==> config.mk <==
export PLATFORM = sky130hd
export DESIGN_NAME = ripple_reg
export DESIGN_NICKNAME = d
export VERILOG_FILES = /design/src/rtl/rr_pkg.sv /design/src/rtl/rr_seq.sv /design/src/rtl/rr_store.sv /design/src/rtl/ripple_reg.sv
export SDC_FILE = /design/constraint.sdc
export NUM_CORES = 1
export LEC_CHECK = 0
export BUFFER_PORTS_ARGS = -buffer_cell sky130_fd_sc_hd__buf_2
export CAP_MARGIN = 10
export CORE_MARGIN = 2
export CORE_UTILIZATION = 50
export CTS_BUF_LIST = sky130_fd_sc_hd__clkbuf_8 sky130_fd_sc_hd__clkbuf_16
export CTS_CLUSTER_DIAMETER = 100
export DETAILED_ROUTE_END_ITERATION = 10
export PLACE_DENSITY = 0.7
export SLEW_MARGIN = 10
export SYNTH_ARGS = -nofsm -noshare
export SYNTH_HDL_FRONTEND = slang
export SYNTH_HIERARCHICAL = 1
export SYNTH_SLANG_ARGS = --single-unit
==> constraint.sdc <==
create_clock -name clk -period 1.6 [get_ports clk]
set_input_delay 0.16 -clock clk [delete_from_list [all_inputs] [get_ports clk]]
set_output_delay 0.16 -clock clk [all_outputs]
set_load 0.02 [all_outputs]
==> src/rtl/rr_pkg.sv <==
package rr_pkg;

  // Stage written during shift step k of a queue with n stages.
  function automatic int unsigned dst_of(input int unsigned step, input int unsigned n);
    return n - step;
  endfunction

  // Clocks in one loop when both partners answer at once.
  function automatic int unsigned loop_clocks(input int unsigned n);
    return n + 3;
  endfunction

endpackage

==> src/rtl/rr_seq.sv <==
module rr_seq #(
  parameter int N = 4,
  localparam int STEP_W = $clog2(N + 1),
  localparam int IDX_W = (N > 1) ? $clog2(N) : 1
) (
  input  logic              clk,
  input  logic              rst_n,
  input  logic              in_req,
  input  logic              out_ack,
  output logic              out_req,
  output logic              in_ack,
  output logic              shift_en,
  output logic [IDX_W-1:0]  shift_dst,
  output logic              cap_en,
  output logic [STEP_W-1:0] step
);
  localparam logic [STEP_W-1:0] LAST = STEP_W'(N);

  logic hold;  // waiting for the partner's falling edge

  always_ff @(posedge clk or negedge rst_n) begin
    if (!rst_n) begin
      step <= '0;
      hold <= 1'b0;
    end else if (step == '0) begin
      if (!hold && out_ack) begin
        hold <= 1'b1;
      end else if (hold && !out_ack) begin
        hold <= 1'b0;
        step <= STEP_W'(1);
      end
    end else if (step == LAST) begin
      if (!hold && in_req) begin
        hold <= 1'b1;
      end else if (hold && !in_req) begin
        hold <= 1'b0;
        step <= '0;
      end
    end else begin
      step <= step + 1'b1;
    end
  end

  always_comb begin
    out_req   = (step == '0) && !hold;
    in_ack    = (step == LAST) && hold;
    cap_en    = (step == LAST) && !hold && in_req;
    shift_en  = (step != '0) && (step != LAST);
    shift_dst = IDX_W'(rr_pkg::dst_of(int'(unsigned'(step)), N));
  end

endmodule

==> src/rtl/rr_store.sv <==
module rr_store #(
  parameter int W = 8,
  parameter int N = 4,
  localparam int IDX_W = (N > 1) ? $clog2(N) : 1
) (
  input  logic             clk,
  input  logic             rst_n,
  input  logic             shift_en,
  input  logic [IDX_W-1:0] shift_dst,
  input  logic             cap_en,
  input  logic [W-1:0]     cap_data,
  output logic [W-1:0]     tail
);
  logic [W-1:0] stg [N];

  for (genvar i = 0; i < N; i++) begin : g_stage
    if (i == 0) begin : g_head
      always_ff @(posedge clk or negedge rst_n) begin
        if (!rst_n)      stg[i] <= '0;
        else if (cap_en) stg[i] <= cap_data;
      end
    end else begin : g_body
      always_ff @(posedge clk or negedge rst_n) begin
        if (!rst_n)
          stg[i] <= '0;
        else if (shift_en && (shift_dst == IDX_W'(i)))
          stg[i] <= stg[i-1];
      end
    end
  end

  assign tail = stg[N-1];

endmodule

==> src/rtl/ripple_reg.sv <==
module ripple_reg #(
  parameter int W = 8,
  parameter int DEPTH = 4,
  localparam int STEP_W = $clog2(DEPTH + 1),
  localparam int IDX_W = (DEPTH > 1) ? $clog2(DEPTH) : 1
) (
  input  logic              clk,
  input  logic              rst_n,
  input  logic              in_req,
  input  logic [W-1:0]      in_data,
  output logic              in_ack,
  output logic              out_req,
  output logic [W-1:0]      out_data,
  input  logic              out_ack,
  output logic [STEP_W-1:0] step_o
);
  // Internal events, named for the checker.
  logic             shift_en;
  logic [IDX_W-1:0] shift_dst;
  logic             cap_en;

  rr_seq #(.N(DEPTH)) u_seq (
    .clk(clk), .rst_n(rst_n), .in_req(in_req), .out_ack(out_ack),
    .out_req(out_req), .in_ack(in_ack), .shift_en(shift_en),
    .shift_dst(shift_dst), .cap_en(cap_en), .step(step_o)
  );

  rr_store #(.W(W), .N(DEPTH)) u_store (
    .clk(clk), .rst_n(rst_n), .shift_en(shift_en), .shift_dst(shift_dst),
    .cap_en(cap_en), .cap_data(in_data), .tail(out_data)
  );

endmodule

## Word level (Yosys, flattened, before mapping)

Index checks and enable logic that the tools add are counted.

- Logic and storage cells: 51
- Output and inout port bits: 13
- Flip-flop bits (word level): 36
- Input port bits: 12

- Eq/ne operators: 10
- Muxes and demuxes: 12
- Reduce and logical (&&, ||, !) cells: 21
- $add $sub $neg: 2

Operators by type and width:

| cell | count |
|---|---|
| $mux W3 | 6 |
| $logic_and A1 B1 Y1 | 12 |
| $ne A3 B3 Y1 const B | 3 |
| $mux W1 | 6 |
| $reduce_bool A3 Y1 | 2 |
| $eq A2 B2 Y1 const B | 2 |
| $reduce_and A4 Y1 | 1 |
| $add A3 B1 Y3 const B | 1 |
| $eq A3 B3 Y1 const B | 1 |
| $logic_not A1 Y1 | 3 |
| $logic_not A3 Y1 | 1 |
| $ne A3 B1 Y1 const B | 1 |
| $reduce_and A3 Y1 | 1 |
| $eq A2 B1 Y1 const B | 1 |
| $ne A2 B1 Y1 const B | 1 |
| $ne A2 B2 Y1 const B | 1 |
| $reduce_bool A2 Y1 | 1 |
| $sub A1 B2 Y2 const A | 1 |

## Logic depth before layout (Yosys ltp)

Gate-level depths: netlist of run 1.

- Depth after elaboration: 6
- Mapped depth: 6
- Depth with buffers taken out: 5

## Modules after synthesis

Netlist of run 1, hierarchy kept.

Modules (own cells, without submodules):

| module | cells each | seq. area each (µm²) | area each (µm²) | times used |
|---|---|---|---|---|
| rr_store | 76 | 800.8 | 1258.7 | 1 |
| rr_seq | 39 | 100.1 | 387.9 | 1 |

## Worst setup path after synthesis of run 1

Ideal clock, no wire load.

- Kind: register to register
- Start point: register u_seq.step[1]
- End point: register u_store/stg[24] (netlist bit)
- Data required time: 1475 ps
- Cell stages (with the launch flop): 7
- Arrival time: 1541 ps
- Slack: -66 ps
- Library setup time: 125 ps
- Path through: dfrtp_1 inv_1 ha_1 clkbuf_4 and4_2 buf_2 mux2_2

- Longest elaborated chain between the ends: 3

RTL lines:

| item | line | RTL |
|---|---|---|
| start: declaration | rr_seq.sv:15 | `output logic [STEP_W-1:0] step` |
| start signal: assignment | rr_seq.sv:40 | `step <= step + 1'b1;` |
| $eq A3 B3 Y1 | rr_seq.sv:47 | `cap_en = (step == LAST) && !hold && in_req;` |
| $logic_and A1 B1 Y1 (2 in series) | rr_seq.sv:47 |  |
| net cap_en | ripple_reg.sv:20 | `logic cap_en;` |
| end signal: indexed assignment | rr_store.sv:20 | `else if (cap_en) stg[i] <= cap_data;` |
| end: declaration | rr_store.sv:14 | `logic [W-1:0] stg [N];` |

The timed path passes the listed nets, and every way through them passes these cells.
A chain may end at the register's enable or synchronous reset.

## Final worst setup path of run 1

- Start point: register u_seq.step[0]
- End point: output in_ack

- Longest elaborated chain between the ends: 2

RTL lines:

| item | line | RTL |
|---|---|---|
| $eq A3 B3 Y1 | rr_seq.sv:46 | `in_ack = (step == LAST) && hold;` |
| $logic_and A1 B1 Y1 | rr_seq.sv:46 |  |
| end: declaration | ripple_reg.sv:11 | `output logic in_ack,` |

No other way between the ends.

==> results of run 1 <==
worst max-delay path, delay by kind of cell, from the launching register on:
kind / cells / cell delay (ns)
flops: 1 / 0.39
fa+ha+maj: 1 / 0.15
buf+inv: 3 / 0.39
simple gates: 1 / 0.16
flip-flops by register name, summed over array words and instances (netlist names):
| name | count |
|---|---|
| u_seq/hold | 1 |
| u_store/tail | 8 |
| u_seq/step | 3 |
| u_store/stg | 24 |
worst max-delay path by stage:
stage	slack, ns	end
2_1_floorplan	0.0008	u_store/stg[24]
3_3_place_gp	0.08	u_seq/step[1]
3_5_place_dp	0.04	u_store/stg[22]
4_1_cts	0.008	in_ack
5_1_grt	0.007	in_ack
6_report	0.08	in_ack
where the power goes:
group | internal, W | switching, W | total, W
logic | 0.000991 | 0.000823 | 0.00181
registers | 0.00134 | 0.000214 | 0.00156
clock network | 0.000289 | 0.000269 | 0.000558
synthesized netlist by cell type (all sizes together) (2+ instances only):
| cell | n | share of area (%) |
|---|---|---|
| mux2i | 3 | 1.8 |
| nand3b | 2 | 1.4 |
| inv | 7 | 1.6 |
| nand2b | 2 | 0.76 |
| and3 | 2 | 0.84 |
| o21ai | 2 | 0.61 |
| dfrtp | 36 | 55 |
| nand3 | 2 | 0.91 |
| buf | 11 | 5.1 |
| mux2 | 33 | 23 |
| ha | 7 | 5.3 |
kinds of logic after synthesis:
| family | Yosys count |
|---|---|
| AOI/OAI and AO/OA | 4 |
| xor gates and xnor gates | 1 |
| DFF | 36 |
| muxes | 36 |
| adders and majority gates | 7 |
| buffers and inverters | 19 |
| and+or+nand+nor | 12 |
stage by stage:
| stage | util (%) | cells |
|---|---|---|
| after detailed placement | 57.50 | 178 |
| after floorplan | - | 115 |
| after CTS | 60.40 | 186 |
| after global placement | 57.50 | 178 |
| after global routing | 60.89 | 186 |
| final | 60.89 | 186 |
placed cells by master, fill, tap and decap left out:
master	synthesis	final
a211oi_2	0	1
and3_1	1	1
and3_2	1	1
and3b_2	1	1
and4_2	1	1
buf_2	1	24
buf_4	9	7
clkbuf_8	0	5
clkinv_2	0	1
dfrtp_1	36	35
dfrtp_2	0	1
dlygate4sd3_1	0	1
ha_1	7	6
ha_4	0	1
inv_1	7	5
inv_2	0	3
mux2_2	32	32
mux2_4	1	1
mux2i_1	3	3
nand2_1	1	1
nand2b_1	2	2
nand3_1	1	1
nand3_2	1	1
nand3b_2	2	2
o211ai_2	1	1
o21ai_0	2	2
or3b_1	1	1
xnor2_1	1	1
final cells by class:
cell class / instances / area (µm²) / share of cell area (%)
clock buffer: 5 / 68.82 / 3.642
clock inverter: 2 / 8.758 / 0.4636
inverter: 7 / 26.28 / 1.391
multi-input combinational: 60 / 645.6 / 34.17
sequential: 36 / 902.1 / 47.75
tap: 44 / 55.05 / 2.914
timing repair buffer: 32 / 182.7 / 9.669
metal layers:
layer	GRT usage (%)	vias up	wire length (µm)
li1	-	440	-
met1	21.15	408	1179
met2	21.58	21	998
met3	4.412	2	111
met4	4.559	0	8
met5	0	-	0
what timing repair did:
item,4_1_cts,5_1_grt
hold buffers,1,0
gates cloned,0,0
gates resized for setup,1,4
setup endpoints to repair,1,11
endpoints found under the hold margin,12,0
==> metrics, run 1 <==
Starting Density 53.06%; DRT Wirelength 2298 µm; Cells after Synth 115; Sink Count 36; hold path endpoint u_store/stg[30]; CTS clk-pin slew, worst paths 0.07 ns; pre-CTS setup slack 0.04434 ns; XOR/XNOR share of the synthesized area 0.5319%; worst reg2reg startpoint u_seq/hold; num ports 25; FF+latch count, synth 36; pwr/cell area 2079 mW/mm²; FP Rows 20; max-slew violations 0; final hold violations 0; Worst path slowest cell dfrtp_1; via count about 870; Clock Path Buffers 2; initial antenna violation count 0; Die Wd just over 60 µm; Primary FF master, synth dfrtp_1; first-pass GRT wire length 4015 µm; layout cells sized above 1 58.45%; Synth Area in Simple Gates 5.851%; Final period util 95.22%; Least-Margin Pin Slew about 0.32 ns; Placed Area 0.001784 mm²; Compound-Gate Fraction of Synth Area 1.824%; Worst path max stage delay 0.39 ns; number of DRC markers in iteration 0 13; max_cap viols 0; Post-DRT Antenna Nets 0; Post-Synthesis Cell Area 0.001647 mm²; register area share after synthesis 54.71%; setup TNS 0 ns; CTS tree done; clock root cell clkbuf_8; main combinational cell family by area after synthesis multiplexers; Adder-Cell Fraction of Synth Area 5.319%; Hold WC Path Type in -> reg; Inserted Diodes 0; area delta synth->final 14.74%; Critical Path RT approximately 1.4 ns; worst hold slack 0.1186 ns; Leak 0.9536 nW; vias in the first global route 883; H-Tree Depth 2; status complete, no violations; asr flop ratio synth 100.0%; critical-path maximum fanout 7; Placeable Area 0.003103 mm²; PortBufs 24; fin worst setup slack between 0.07 and 0.08 ns; final RePlAce weighted congestion 0.7569; die extent in y 61.39 µm; Critical Path, Cell by Cell inv_2 > ha_4 > buf_4 > and3_2 > buf_2; arrival time at the worst endpoint 1.36 ns; final setup vio count 0; Setup CP Type reg -> out; Slew HR 78.70%; fillers 274; post-synthesis mux area share 24.62%; Worst IR Drop VDD 0.9410 mV; CP Capture Type output pin; drc violations 0; Setup Buffers After CTS 0; Final Cell Area 0.001889 mm²; Vias/cell 4.683; post-synth cell types 24; Overall Power 0.003927 W; Mean Syn Cell Area 14.32 µm²; hold_sp in_data[6]; WL/cell 12.35 µm; TritonRoute pass-1 iters 4; worst-case reg-to-reg path depth 5; gr usage total 14.70%; Setup crit start kind register; reg-to-reg critical path endpoint u_seq/step[1]; die area roughly 0.0038 mm²; Hold Path Stages 2; synth warn 6; Net Count, Synth 134; crit path launch u_seq/step[0]; Min Clock Period, post-route 1.523 ns; DP HPWL 1826 µm; largest net degree at the start of global routing 17; r2r setup slk between 0.07 and 0.08 ns; Post-synth EDFFs 0; total CTS buffers 5; Layout Nets between 150 and 200; Highest Clock Rate about 660 MHz; total overflow reported by the global router 0; Fin Clk Skew 0.006800 ns; worst-skew pair later-pin latency 0.27 ns; RSZ-0062 raised after global routing no
No activity file was read; power rests on OpenSTA's default activity.
==> run 2, diff against run 1 <==
--- a/config.mk
+++ b/config.mk
@@ -5,14 +5,15 @@
 export SDC_FILE = /design/constraint.sdc
 export NUM_CORES = 1
 export LEC_CHECK = 0
+export ABC_AREA = 1
 export BUFFER_PORTS_ARGS = -buffer_cell sky130_fd_sc_hd__buf_2
 export CAP_MARGIN = 10
 export CORE_MARGIN = 2
-export CORE_UTILIZATION = 50
+export CORE_UTILIZATION = 51
 export CTS_BUF_LIST = sky130_fd_sc_hd__clkbuf_8 sky130_fd_sc_hd__clkbuf_16
 export CTS_CLUSTER_DIAMETER = 100
 export DETAILED_ROUTE_END_ITERATION = 10
-export PLACE_DENSITY = 0.7
+export PLACE_DENSITY = 0.71
 export SLEW_MARGIN = 10
 export SYNTH_ARGS = -nofsm -noshare
 export SYNTH_HDL_FRONTEND = slang
==> run 2 against run 1 <==
  * Sequential cell count stayed put
  * Utilization is 0.13 points lower
  * Final cell count is 46% higher
  * Routed wire length is 30% higher
  * Total power is 18% higher
  * Via count is 49% higher
  * Clock power is 36% higher
  * First-iteration DRC count grew to 6.2 times the previous value
  * Global-route usage is 3.6 points higher
  * Setup slack worse by 0.00072 ns
  * Hold slack worse by 0.037 ns
  * Critical path type unchanged
  * Critical endpoint is now out_req
  * Largest cell class unchanged
  * Highest routed layer unchanged
==> metrics, run 2 <==
register with the most flip-flops u_store/stg; Post-synth EDFFs 0; Setup crit start kind register; drc violations 0; crit path launch u_seq/step[0]; register area share after synthesis 48.95%; largest net degree at the start of global routing 37; asr flop ratio synth 100.0%; Layout Utilization 60.76%; clock root cell clkbuf_8; first-pass GRT wire length about 5800 µm; RSZ-0062 raised after global routing no; layout cells sized above 1 23.89%; pre-CTS setup slack roughly 0.15 ns; setup TNS 0 ns; Post-DRT Antenna Nets 0; vias in the first global route 1292; Worst IR Drop VDD 1.141 mV; number of DRC markers in iteration 0 80; Clock Path Buffers 2; worst reg2reg startpoint u_seq/step[1]; Placeable Area between 0.003 and 0.004 mm²; Slew HR 70.34%; die extent in y around 64 µm; arrival time at the worst endpoint 1.36 ns; total CTS buffers 5; Setup CP Type reg -> out; initial antenna violation count 0; Net Count, Synth about 220; num ports 25; Mean Syn Cell Area 9.067 µm²; CTS clk-pin slew, worst paths 0.07 ns; Cells after Synth between 200 and 250; Comb pwr share 50.0%; gr usage total 18.27%; fillers between 300 and 400; via count 1300; final hold violations 0; hold_sp in_data[6]; Starting Density 54.30%; area delta synth->final 11.90%; H-Tree Depth 2; FP Rows 21; Post-Synthesis Cell Area roughly 0.0018 mm²; Critical Path RT 1.44 ns; FF+latch count, synth 36; TritonRoute pass-1 iters 4; Clk network pwr share 16.4%; CP Capture Type output pin; Synth top cells by count nand2_1 (68), dfrtp_1 (36), nand4_1 (24); die area approximately 0.0041 mm²; critical-path maximum fanout 6; fin cells 272; top cells by area, synth dfrtp_1 (49%), nand2_1 (14%), nand4_1 (8.2%); Sink Count 36; max FFs per register 24; Fin Clk Skew 0.005876 ns; most frequent cells in the layout nand2_1 (68), dfrtp_1 (36), nand4_1 (24), buf_2 (23), inv_1 (16); # placed instances about 260; max_cap viols 0; internal power approximately 0.0026 W; final setup vio count 0; worst-skew pair later-pin latency 0.28 ns; Primary FF master, synth dfrtp_1; Overall Power 0.004649 W; Vias/cell 4.779; Final period util 95.26%; Sw Share 43.09%; sequential share of power 33.6%; dominant cell type by area after synthesis dfrtp_1; post-synth cell types 22; fin worst setup slack approximately 0.076 ns; WL/cell approximately 11 µm; CTS tree done; Least-Margin Pin Slew 0.4449 ns; DRT Wirelength 2989 µm; area occupied by multi-input gates 704.4 µm²; Leak around 1.1 nW; area fraction of the dominant cell type after synthesis 48.95%; max-slew violations 0; Layout Nets ~240; Hold WC Path Type in -> reg; DP HPWL 2100 µm; synth warn 6; most frequent cell after synthesis nand2_1; pwr/cell area 2258 mW/mm²; FF+latch area 900.9 µm²; status complete, no violations; Die Wd about 64 µm; Highest Clock Rate 656.1 MHz; total overflow reported by the global router 0; net switching power ~0.0020 W; final RePlAce weighted congestion 0.7481; PortBufs 24; Min Clock Period, post-route 1.524 ns; most common cell after layout, fill and taps aside nand2_1; Inserted Diodes 0
## run 2: changes by cell type in the layout (fill, tap and decap cells not counted), sizes merged, moves of 7 or more
cell and change:
nand2 +68, mux2 -33, nand4 +24, inv +14, o21ai +10, nand3 +7
## run 2: kinds of logic (layout without fill, tap and decap cells)
| logic type | after synthesis | in the layout | synth area share, % |
|---|---|---|---|
| AO/OA/AOI/OAI | 13 | 13 | 3.739 |
| AND/OR/NAND/NOR | 107 | 107 | 28.35 |
| flip-flops | 36 | 36 | 48.95 |
| adder cells (fa/ha/maj) | 7 | 7 | 4.758 |
| XOR/XNOR | 1 | 1 | 0.4760 |
| buffers and inverters | 39 | 62 | 13.73 |
## run 2: worst max-delay path, cell delays in order, from the launching register on
cell     delay [ns]
dfrtp_1        0.38
inv_2          0.09
ha_4           0.17
buf_4          0.13
nand2_2        0.07
nor2_1         0.09
buf_4          0.14
## run 2: path summary, 6_finish.rpt
path                                   end  slack (ns)  cells after the start
min                        u_store/stg[30]        0.08                      3
max in group asynchronous  u_store/stg[23]        0.84                      3
max reg2reg                u_store/tail[6]        0.26                      7
min reg2reg                u_store/stg[11]        0.47                      2
max                                out_req        0.08                      6
min in group asynchronous   u_store/stg[8]        0.44                      3
## run 2: power by group through the flow
stage	clock [W]	combinational, W	sequential (W)
after global placement	0	0.00220	0.00156
final	0.000760	0.00233	0.00156
after detailed placement	0	0.00224	0.00158
after CTS	0.000783	0.00232	0.00157
after global routing	0.000827	0.00265	0.00161
after floorplan	0	0.00200	0.00157
## run 2: layout make-up
class                   instances  share of cell area (%)
flip-flops and latches         36                   43.74
multi-input cells             128                   34.20
repair buffers                 33                   9.964
inverters                      21                   4.070
clock buffers                   5                   3.341
well taps                      46                   2.795
clock inverters                 3                   1.883
## run 2: layer usage
layer	share of wire, %	global-route usage [%]
met4	1.3	6.522
met3	4.1	5.282
met1	49	24.22
met2	46	28.52
met5	0	0
## run 2: per-stage QoR
stage / instance area (µm²) / hold WS [ns]
global route: 2059 / 0.1028
finish: 2059 / 0.08121
detailed placement: 1919 / 0.2243
floorplan: 1846 / -0.1356
global placement: 1919 / 0.2210
CTS: 2049 / 0.07700
## run 2: timing repair
item / in CTS / in global routing
hold endpoints to repair: 36 / 0
hold buffers: 1 / 0
resized for setup: 4 / 1
buffers inserted: 0 / 1
setup endpoints to repair: 2 / 1
==> run 3, diff against run 2 <==
--- a/config.mk
+++ b/config.mk
@@ -10,7 +10,6 @@
 export CAP_MARGIN = 10
 export CORE_MARGIN = 2
 export CORE_UTILIZATION = 51
-export CTS_BUF_LIST = sky130_fd_sc_hd__clkbuf_8 sky130_fd_sc_hd__clkbuf_16
 export CTS_CLUSTER_DIAMETER = 100
 export DETAILED_ROUTE_END_ITERATION = 10
 export PLACE_DENSITY = 0.71
==> run 3 against run 2 <==
  * Hold slack got worse by 0.059 ns
  * Clock-buffer cell count is 1 higher
  * Global-route usage down 0.49 points
  * Die area is the same
  * Setup slack got worse by 0.0041 ns
  * Non-clock buffer count is 2 higher
  * Largest cell class unchanged
==> metrics, run 3 (synthesis results as in run 2) <==
status complete, no violations; PortBufs 24; worst hold slack 0.02187 ns; CTS clk-pin slew, worst paths 0.11 ns; final hold violations 0; most frequent cells in the layout nand2_1 (68), dfrtp_1 (36), nand4_1 (24), buf_2 (23), inv_1 (15); total CTS buffers 5; Placeable Area 0.003390 mm²; Leak 1.103 nW; via count 1307; drc violations 0; area delta synth->final 12.10%; FP Rows 21; setup TNS 0 ns; Least-Margin Pin Slew 0.4402 ns; Inserted Diodes 0; Slew HR 70.65%; Sink Count 36; die area 0.004106 mm²; fin cells 274; DP HPWL between 2000 and 2500 µm; WL/cell roughly 11 µm; die extent in y 64.08 µm; Min Clock Period, post-route 1.528 ns; Layout Nets approximately 250; Critical Path, Cell by Cell inv_2 > ha_4 > buf_6 > nand2_4 > nor2_4 > buf_6; number of DRC markers in iteration 0 60; Die Wd 64.08 µm; max_cap viols 0; Hold Path Stages 3; register with the most flip-flops u_store/stg; largest net degree at the start of global routing 37; Vias/cell 4.770; vias in the first global route 1272; gr usage total roughly 18%; clock root cell clkbuf_4; Final period util 95.52%; Post-DRT Antenna Nets 0; initial antenna violation count 0; CP Capture Type output pin; Overall Power 0.004594 W; Starting Density between 50% and 60%; Fin Clk Skew roughly 0.015 ns; Hold WC Path Type in -> reg; final RePlAce weighted congestion 0.7481; final setup vio count 0; TritonRoute pass-1 iters 4; total overflow reported by the global router 0; RSZ-0062 raised after global routing no; Setup crit start kind register; Worst path max stage delay 0.40 ns; Placed Area around 0.0019 mm²; pwr/cell area 2227 mW/mm²; Critical Path RT 1.44 ns; worst-case reg-to-reg path depth 8; DRT Wirelength 2990 µm; Worst IR Drop VDD approximately 1.2 mV; fillers 325; CTS tree done; max-slew violations 0; most frequent CP cell buf_6; H-Tree Depth 2; max FFs per register 24; Clock Path Buffers 2; critical-path maximum fanout 5; Final Cell Area 0.002063 mm²; worst-skew pair later-pin latency 0.34 ns; first-pass GRT wire length 5651 µm; Setup CP Type reg -> out; arrival time at the worst endpoint 1.37 ns; # placed instances 262; layout cells sized above 1 approximately a quarter; num ports 25; Highest Clock Rate ~650 MHz; most common cell after layout, fill and taps aside nand2_1; Worst path slowest cell dfrtp_1
-- run 3: power by group --
group	internal [W]	switching, W
clock	0.000328	0.000289
combinational	0.000922	0.00149
sequential	0.00133	0.000236
-- run 3: layout make-up --
type                    instances  area (µm²)  area share, %
clock buffers                   6       41.29          2.001
clock inverters                 2       35.03          1.698
inverters                      21       83.83          4.063
multi-input cells             128       716.9          34.75
flip-flops and latches         36       900.9          43.66
well taps                      46       57.56          2.790
repair buffers                 35       227.7          11.04
-- run 3: routing by layer --
| metal | routed length, µm | up-vias | part of all wire [%] | track usage, % |
|---|---|---|---|---|
| li1 | - | 701 | - | - |
| met1 | 1460 | 576 | 49 | 23.64 |
| met2 | 1363 | 26 | 46 | 27.47 |
| met3 | 132 | 4 | 4.4 | 5.810 |
| met4 | 33 | 0 | 1.1 | 5.707 |
| met5 | 0 | - | 0 | 0 |
-- run 3: repair_timing --
| item | in CTS | in global routing |
|---|---|---|
| setup buffers | 1 | 2 |
| endpoints found under the hold margin | 36 | 0 |
| gates resized for setup | 5 | 5 |
| hold buffers | 1 | 0 |
| setup endpoints to repair | 2 | 1 |
| pin swaps | 1 | 3 |
-- run 3: through the flow --
step / utilization, % / setup slack [ns]
2_1_floorplan: - / 0.02146
3_3_place_gp: 56.63 / 0.2343
3_5_place_dp: 56.63 / 0.1494
4_1_cts: 59.84 / 0.003072
5_1_grt: 60.87 / 0.001956
6_report: 60.87 / 0.07171
-- run 3: final timing paths --
kind | start | endpoint | slack, ns
max | u_seq/step[0] | out_req | 0.07
min | in_data[6] | u_store/stg[30] | 0.02
max reg2reg | u_seq/step[0] | u_store/tail[6] | 0.14
min reg2reg | u_store/stg[10] | u_store/stg[10] | 0.48
max in group asynchronous | rst_n | u_seq/hold | 0.89
min in group asynchronous | rst_n | u_seq/step[0] | 0.38
-- run 3: worst max-delay path, delay by kind of cell (launching register included) --
kind | cells | cell delay (ns)
simple gates | 2 | 0.15
flops | 1 | 0.40
fa+ha+maj | 1 | 0.16
buf+inv | 3 | 0.32
